### src/rtl/evt_timer_pkg.sv
package evt_timer_pkg;
   // register byte offsets
   localparam int unsigned OFF_LOAD_LO = 32'h00;
   localparam int unsigned OFF_LOAD_HI = 32'h04;
   localparam int unsigned OFF_VAL_LO  = 32'h08;
   localparam int unsigned OFF_VAL_HI  = 32'h0C;
   localparam int unsigned OFF_CTRL    = 32'h10;
   localparam int unsigned OFF_INT     = 32'h14;
   localparam int unsigned OFF_SHD_LO  = 32'h18;
   localparam int unsigned OFF_SHD_HI  = 32'h1C;
   localparam int unsigned WORD_BYTES  = 4;

   // control bit positions
   localparam int unsigned BIT_PERIODIC = 0;
   localparam int unsigned BIT_RUN      = 1;
   localparam int unsigned BIT_WIDE     = 16;

   // interrupt register bit positions
   localparam int unsigned BIT_IEN = 0;
   localparam int unsigned BIT_RAW = 1;
   localparam int unsigned BIT_MSK = 2;
   localparam int unsigned BIT_CLR = 3;

   typedef struct packed {
      logic wide;
      logic run;
      logic periodic;
   } ctrl_t;
endpackage

### src/rtl/evt_timer_regs.sv
module evt_timer_regs
   import evt_timer_pkg::*;
#(
   parameter int unsigned DATA_W = 32,
   parameter int unsigned ADDR_W = 5,
   parameter int unsigned NWORDS = 2
) (
   input  logic                     clk,
   input  logic                     rst_n,
   input  logic                     bus_wr,
   input  logic [ADDR_W-1:0]        bus_addr,
   input  logic [DATA_W-1:0]        bus_wdata,
   output logic [NWORDS*DATA_W-1:0] load_val,
   output ctrl_t                    ctrl,
   output logic                     int_en,
   output logic                     start,
   output logic                     ctrl_wr,
   output logic                     int_wr,
   output logic                     int_clr
);
   assign ctrl_wr = bus_wr && (bus_addr == ADDR_W'(OFF_CTRL));
   assign int_wr  = bus_wr && (bus_addr == ADDR_W'(OFF_INT));
   assign int_clr = int_wr && bus_wdata[BIT_CLR];

   // one storage word per reload half
   for (genvar w = 0; w < NWORDS; w++) begin : g_load
      logic              hit;
      logic [DATA_W-1:0] word_q;
      assign hit = bus_wr && (bus_addr == ADDR_W'(OFF_LOAD_LO + w * WORD_BYTES));
      always_ff @(posedge clk or negedge rst_n) begin
         if (!rst_n)   word_q <= '0;
         else if (hit) word_q <= bus_wdata;
      end
      assign load_val[w*DATA_W +: DATA_W] = word_q;
   end

   always_ff @(posedge clk or negedge rst_n) begin
      if (!rst_n) begin
         ctrl   <= '0;
         int_en <= 1'b0;
         start  <= 1'b0;
      end else begin
         start <= ctrl_wr && bus_wdata[BIT_RUN];
         if (ctrl_wr) begin
            ctrl.wide     <= bus_wdata[BIT_WIDE];
            ctrl.run      <= bus_wdata[BIT_RUN];
            ctrl.periodic <= bus_wdata[BIT_PERIODIC];
         end
         if (int_wr) int_en <= bus_wdata[BIT_IEN];
      end
   end
endmodule

### src/rtl/evt_timer_core.sv
module evt_timer_core #(
   parameter int unsigned HALF_W = 32,
   parameter int unsigned CNT_W  = 64
) (
   input  logic             clk,
   input  logic             rst_n,
   input  logic             start,
   input  logic             run,
   input  logic             periodic,
   input  logic             wide,
   input  logic             ctrl_wr,
   input  logic [CNT_W-1:0] load_val,
   output logic [CNT_W-1:0] cnt_val,
   output logic             expire,
   output logic             done
);
   localparam int unsigned UP_W = CNT_W - HALF_W;

   logic [CNT_W-1:0] cnt_q;
   logic [CNT_W-1:0] load_eff;

   // narrow mode sees only the low half of both reload and count
   assign load_eff = wide ? load_val : {{UP_W{1'b0}}, load_val[HALF_W-1:0]};
   assign cnt_val  = wide ? cnt_q    : {{UP_W{1'b0}}, cnt_q[HALF_W-1:0]};
   assign expire   = run && !start && !done && (cnt_val == '0);

   always_ff @(posedge clk or negedge rst_n) begin
      if (!rst_n) begin
         cnt_q <= '0;
         done  <= 1'b0;
      end else if (start) begin
         cnt_q <= load_eff;
         done  <= 1'b0;
      end else begin
         if (ctrl_wr) done <= 1'b0;
         if (run && !done) begin
            if (cnt_val == '0) begin
               if (periodic) cnt_q <= load_eff;
               else begin
                  cnt_q <= '0;
                  done  <= 1'b1;
               end
            end else begin
               cnt_q <= cnt_val - 1'b1;
            end
         end
      end
   end
endmodule

### src/rtl/evt_timer_irq.sv
module evt_timer_irq (
   input  logic clk,
   input  logic rst_n,
   input  logic expire,
   input  logic int_clr,
   input  logic int_en,
   output logic raw,
   output logic masked
);
   always_ff @(posedge clk or negedge rst_n) begin
      if (!rst_n)       raw <= 1'b0;
      else if (expire)  raw <= 1'b1;
      else if (int_clr) raw <= 1'b0;
   end

   assign masked = raw && int_en;
endmodule

### src/rtl/evt_timer.sv
module evt_timer
   import evt_timer_pkg::*;
#(
   parameter int unsigned DATA_W = 32,
   parameter int unsigned ADDR_W = 5
) (
   input  logic              clk,
   input  logic              rst_n,
   input  logic              bus_wr,
   input  logic              bus_rd,
   input  logic [ADDR_W-1:0] bus_addr,
   input  logic [DATA_W-1:0] bus_wdata,
   output logic [DATA_W-1:0] bus_rdata,
   output logic              irq
);
   localparam int unsigned NWORDS = 2;
   localparam int unsigned CNT_W  = NWORDS * DATA_W;

   if (DATA_W <= BIT_WIDE) begin : g_bad_data_w
      $error("evt_timer: DATA_W must exceed the wide-mode bit position");
   end
   if ((1 << ADDR_W) <= OFF_SHD_HI) begin : g_bad_addr_w
      $error("evt_timer: ADDR_W too small for the register map");
   end

   logic [CNT_W-1:0] load_val;
   logic [CNT_W-1:0] cnt_val;
   logic [CNT_W-1:0] shadow_q;
   ctrl_t            ctrl;
   logic             int_en, start, ctrl_wr, int_wr, int_clr;
   logic             expire, done, raw, masked;

   evt_timer_regs #(.DATA_W(DATA_W), .ADDR_W(ADDR_W), .NWORDS(NWORDS)) u_regs (
      .clk(clk), .rst_n(rst_n), .bus_wr(bus_wr), .bus_addr(bus_addr),
      .bus_wdata(bus_wdata), .load_val(load_val), .ctrl(ctrl), .int_en(int_en),
      .start(start), .ctrl_wr(ctrl_wr), .int_wr(int_wr), .int_clr(int_clr)
   );

   evt_timer_core #(.HALF_W(DATA_W), .CNT_W(CNT_W)) u_core (
      .clk(clk), .rst_n(rst_n), .start(start), .run(ctrl.run),
      .periodic(ctrl.periodic), .wide(ctrl.wide), .ctrl_wr(ctrl_wr),
      .load_val(load_val), .cnt_val(cnt_val), .expire(expire), .done(done)
   );

   evt_timer_irq u_irq (
      .clk(clk), .rst_n(rst_n), .expire(expire), .int_clr(int_clr),
      .int_en(int_en), .raw(raw), .masked(masked)
   );

   assign irq = masked;

   // snapshot of the whole count on a low live read
   always_ff @(posedge clk or negedge rst_n) begin
      if (!rst_n) shadow_q <= '0;
      else if (bus_rd && (bus_addr == ADDR_W'(OFF_VAL_LO))) shadow_q <= cnt_val;
   end

   always_comb begin
      bus_rdata = '0;
      if (bus_rd) begin
         case (bus_addr)
            ADDR_W'(OFF_LOAD_LO): bus_rdata = load_val[DATA_W-1:0];
            ADDR_W'(OFF_LOAD_HI): bus_rdata = load_val[CNT_W-1:DATA_W];
            ADDR_W'(OFF_VAL_LO):  bus_rdata = cnt_val[DATA_W-1:0];
            ADDR_W'(OFF_VAL_HI):  bus_rdata = cnt_val[CNT_W-1:DATA_W];
            ADDR_W'(OFF_SHD_LO):  bus_rdata = shadow_q[DATA_W-1:0];
            ADDR_W'(OFF_SHD_HI):  bus_rdata = shadow_q[CNT_W-1:DATA_W];
            ADDR_W'(OFF_CTRL): begin
               bus_rdata[BIT_PERIODIC] = ctrl.periodic;
               bus_rdata[BIT_RUN]      = ctrl.run;
               bus_rdata[BIT_WIDE]     = ctrl.wide;
            end
            ADDR_W'(OFF_INT): begin
               bus_rdata[BIT_IEN] = int_en;
               bus_rdata[BIT_RAW] = raw;
               bus_rdata[BIT_MSK] = masked;
            end
            default: bus_rdata = '0;
         endcase
      end
   end
endmodule

### config.mk
export PLATFORM = sky130hd
export DESIGN_NAME = evt_timer
export DESIGN_NICKNAME = d
export VERILOG_FILES = /design/src/rtl/evt_timer_pkg.sv /design/src/rtl/evt_timer_regs.sv /design/src/rtl/evt_timer_core.sv /design/src/rtl/evt_timer_irq.sv /design/src/rtl/evt_timer.sv
export SDC_FILE = /design/constraint.sdc
export NUM_CORES = 1
export LEC_CHECK = 0
export BUFFER_PORTS_ARGS = -buffer_cell sky130_fd_sc_hd__buf_2
export CAP_MARGIN = 10
export CORE_MARGIN = 2
export CORE_UTILIZATION = 56
export DETAILED_ROUTE_END_ITERATION = 12
export HOLD_SLACK_MARGIN = 0.15
export PLACE_DENSITY = 0.77
export SLEW_MARGIN = 20
export SYNTH_ARGS = -nofsm -noshare
export SYNTH_HDL_FRONTEND = slang
export SYNTH_HIERARCHICAL = 1
export SYNTH_SLANG_ARGS = --single-unit
### constraint.sdc
create_clock -name clk -period 2.8 [get_ports clk]
set_input_delay 0.28 -clock clk [delete_from_list [all_inputs] [get_ports clk]]
set_output_delay 0.28 -clock clk [all_outputs]
set_load 0.01 [all_outputs]
==> flow_summary.json <==
{
  "outcome": "finished, violations left",
  "violations": "setup timing",
  "drtIter0Drc": 1448,
  "start_util_pct": 57.1,
  "cts_root_buffer": "clkbuf_16",
  "synth-main-ff-cell": "dfrtp_1",
  "clkSinkCount": 199,
  "slew_headroom_pct": 52.3,
  "grt_usage_pct": 38.2,
  "antenna_cells": 0,
  "worstPathRequired_ns": 3.12,
  "leakagePower_nw": 6.78,
  "place_area_um2": 13300,
  "grt_pass1_wl_mm": 64.6,
  "h-tree-depth": 4,
  "p_per_area_nw_per_um2": 734,
  "grt_overflow": 0,
  "synth_edf_count": 0,
  "grt_pass1_vias": 10975,
  "syn_area_per_cell_um2": 10.1,
  "final_util_pct": 68.2,
  "arrival_ns": 3.36,
  "synthTopCellsByArea": "dfrtp_1, mux2_4, mux2_2",
  "setup_tns_ns": -0.629,
  "synth-seq-cells": 199,
  "final_nets": 1401,
  "synth_area_leader_cell": "dfrtp_1",
  "grt_start_max_net_pins": 74,
  "routed_wl_mm": 42.8,
  "cts_tree": "done",
  "wl_per_cell_um": 26.0,
  "via_per_inst": 6.80,
  "synthArstFlopShare_pct": 100,
  "cts.reportedPaths.clkPinSlew_ns": 0.08,
  "synth_warnings": 6,
  "synth.distinct_cells": 79,
  "syn_area_um2": 12000,
  "end_kind": "register",
  "rows": 53,
  "dpl_worst_slack_ns": -0.223,
  "firstDrtPassIters": 7,
  "hold_path_class": "in -> reg",
  "syn_to_final_growth_pct": 19.5,
  "final_area_um2": 14400,
  "worstSkewPairLatency_ns": 0.45,
  "cp_max_fo": 2,
  "hpwl_mm": 30.5,
  "total_power_mw": 10.6,
  "ant_nets": 0,
  "netlist_instances": 1189,
  "path_class": "reg -> reg",
  "drive_gt1_share_pct": 30.4,
  "maxCapViolCount": 0,
  "timing.final.ws_setup_ns": -0.240,
  "vdd_drop_max_mv": 0.444,
  "ioPinCount": 74,
  "die_h_um": 151,
  "finalSetupViolations": 8,
  "synthesis.nets": 1232,
  "ys_seq_area_share_pct": 41.4,
  "finalCritPeriodShare_pct": 109,
  "final_common_cell": "dfrtp_1",
  "fin_skew_ns": 0.0124,
  "hold_slack_ns": 0.261,
  "synth_top_area_share_pct": 41.4,
  "rsz0062_at_grt": "true",
  "instances_no_fill": 1646,
  "place_congestion": 1.01,
  "port_buffers": 73,
  "num_vias": 11198,
  "dp.cells": 1574,
  "fp.dieW_um": 151,
  "mostFrequentLayoutCells": "dfrtp_1, buf_4, nand2_1",
  "drc": 0,
  "cts_buffer_depth": 2,
  "antenna_found_initial": 0,
  "slew_viol_final": 0,
  "coreArea_um2": 21100,
  "period_minus_slack_ns": 3.04,
  "worst_slew_pin_slew_ns": 0.710,
  "cts_buffers": 17,
  "hold_viol_final": 0,
  "fmax_mhz": 329,
  "die-area_um2": 22700,
  "startpoint_type": "register"
}
## report_power, final
| group | leakage, nW | internal, mW | switching (mW) |
|---|---|---|---|
| sequential | 2.64 | 3.45 | 0.607 |
| combinational | 3.86 | 1.80 | 2.29 |
| clock | 0.270 | 1.19 | 1.22 |
## sequential cells by signal (all words and copies together), names as in the netlist
| name | flops |
|---|---|
| shadow_q | 64 |
| u_core/cnt_q | 64 |
| u_regs/g_load.word_q | 64 |
| u_regs/ctrl | 3 |
| u_core/done | 1 |
| u_irq/raw | 1 |
| u_regs/int_en | 1 |
| u_regs/start | 1 |
## metal layers
metal / global-route usage, % / wire length, um / up-vias / share of wire [%]
met2: 57.7 / 18700 / 857 / 44
met1: 49.6 / 16200 / 5378 / 38
li1: - / - / 4763 / -
met4: 23.9 / 3130 / 0 / 7.3
met5: 0 / 0 / - / 0
met3: 8.82 / 4760 / 200 / 11
## synth_stat cells (5+ instances only)
master    instances
dfrtp_1         199
nand2_1          98
a21oi_1          63
nor2_1           63
mux2_4           60
o21ai_0          59
mux2_2           43
clkbuf_1         41
a22oi_1          40
mux2i_1          39
nor3_1           39
buf_4            34
mux2_1           32
and2_1           30
nand3_1          26
a221o_1          24
buf_2            22
nor4_1           20
inv_1            16
buf_6            14
o211ai_1         13
o22ai_1          13
o32ai_1          12
nand2b_1         11
or2_2            11
nand4_1           9
a211oi_1          8
o211a_1           8
or3_1             8
or4_1             8
xnor2_1           8
a31oi_1           7
and3_1            7
a221oi_1          6
a32oi_1           6
o31ai_1           6
a21o_1            5
nor2b_1           5
## critical path: stages, from the launching register on
cell and delay (ns):
dfrtp_1 0.39, or4_4 0.53, or4_4 0.45, or4_4 0.51, or4_4 0.53, a22oi_2 0.17, nor2_1 0.06, a221o_1 0.27
## final cells by class
type / count / area, um2
fillers: 1584 / 6710
well taps: 275 / 344
repair buffers: 263 / 1980
clock buffers: 19 / 443
inverters: 18 / 67.6
flip-flops and latches: 199 / 4980
multi-input cells: 859 / 6450
clock inverters: 13 / 111
## path summary, 6_finish.rpt
path                                               from                                       to  slack, ns  cells after the start
max                        u_core/cnt_q[18]$_DFFE_PN0P_             u_core/cnt_q[57]$_DFFE_PN0P_      -0.24                      7
min                                         bus_addr[1]                   u_regs/start$_DFF_PN0_       0.26                      3
max reg2reg                u_core/cnt_q[18]$_DFFE_PN0P_             u_core/cnt_q[57]$_DFFE_PN0P_      -0.24                      7
min reg2reg                       u_irq/raw$_DFFE_PN0P_                    u_irq/raw$_DFFE_PN0P_       0.51                      1
max in group asynchronous                         rst_n  u_regs/g_load[1].word_q[20]$_DFFE_PN0P_       1.54                      3
min in group asynchronous                         rst_n                 shadow_q[61]$_DFFE_PN0P_       0.43                      2
## cells by family after synthesis
family	count (synthesis)	share of synthesized area (%)
AO/OA/AOI/OAI	312	18.1
flip-flops	199	41.4
XOR/XNOR	10	0.728
buffers and inverters	131	6.30
AND/OR/NAND/NOR	361	15.6
multiplexers	174	17.7
adder cells (fa/ha/maj)	2	0.208
## repair_timing
action	in CTS	in global routing
hold buffers	32	1
endpoints found under the hold margin	133	1
setup endpoints to repair	61	67
pin swaps	4	5
gates cloned	0	0
gates resized for setup	16	23
setup buffers	3	4
(Power assumes the default switching activity.)
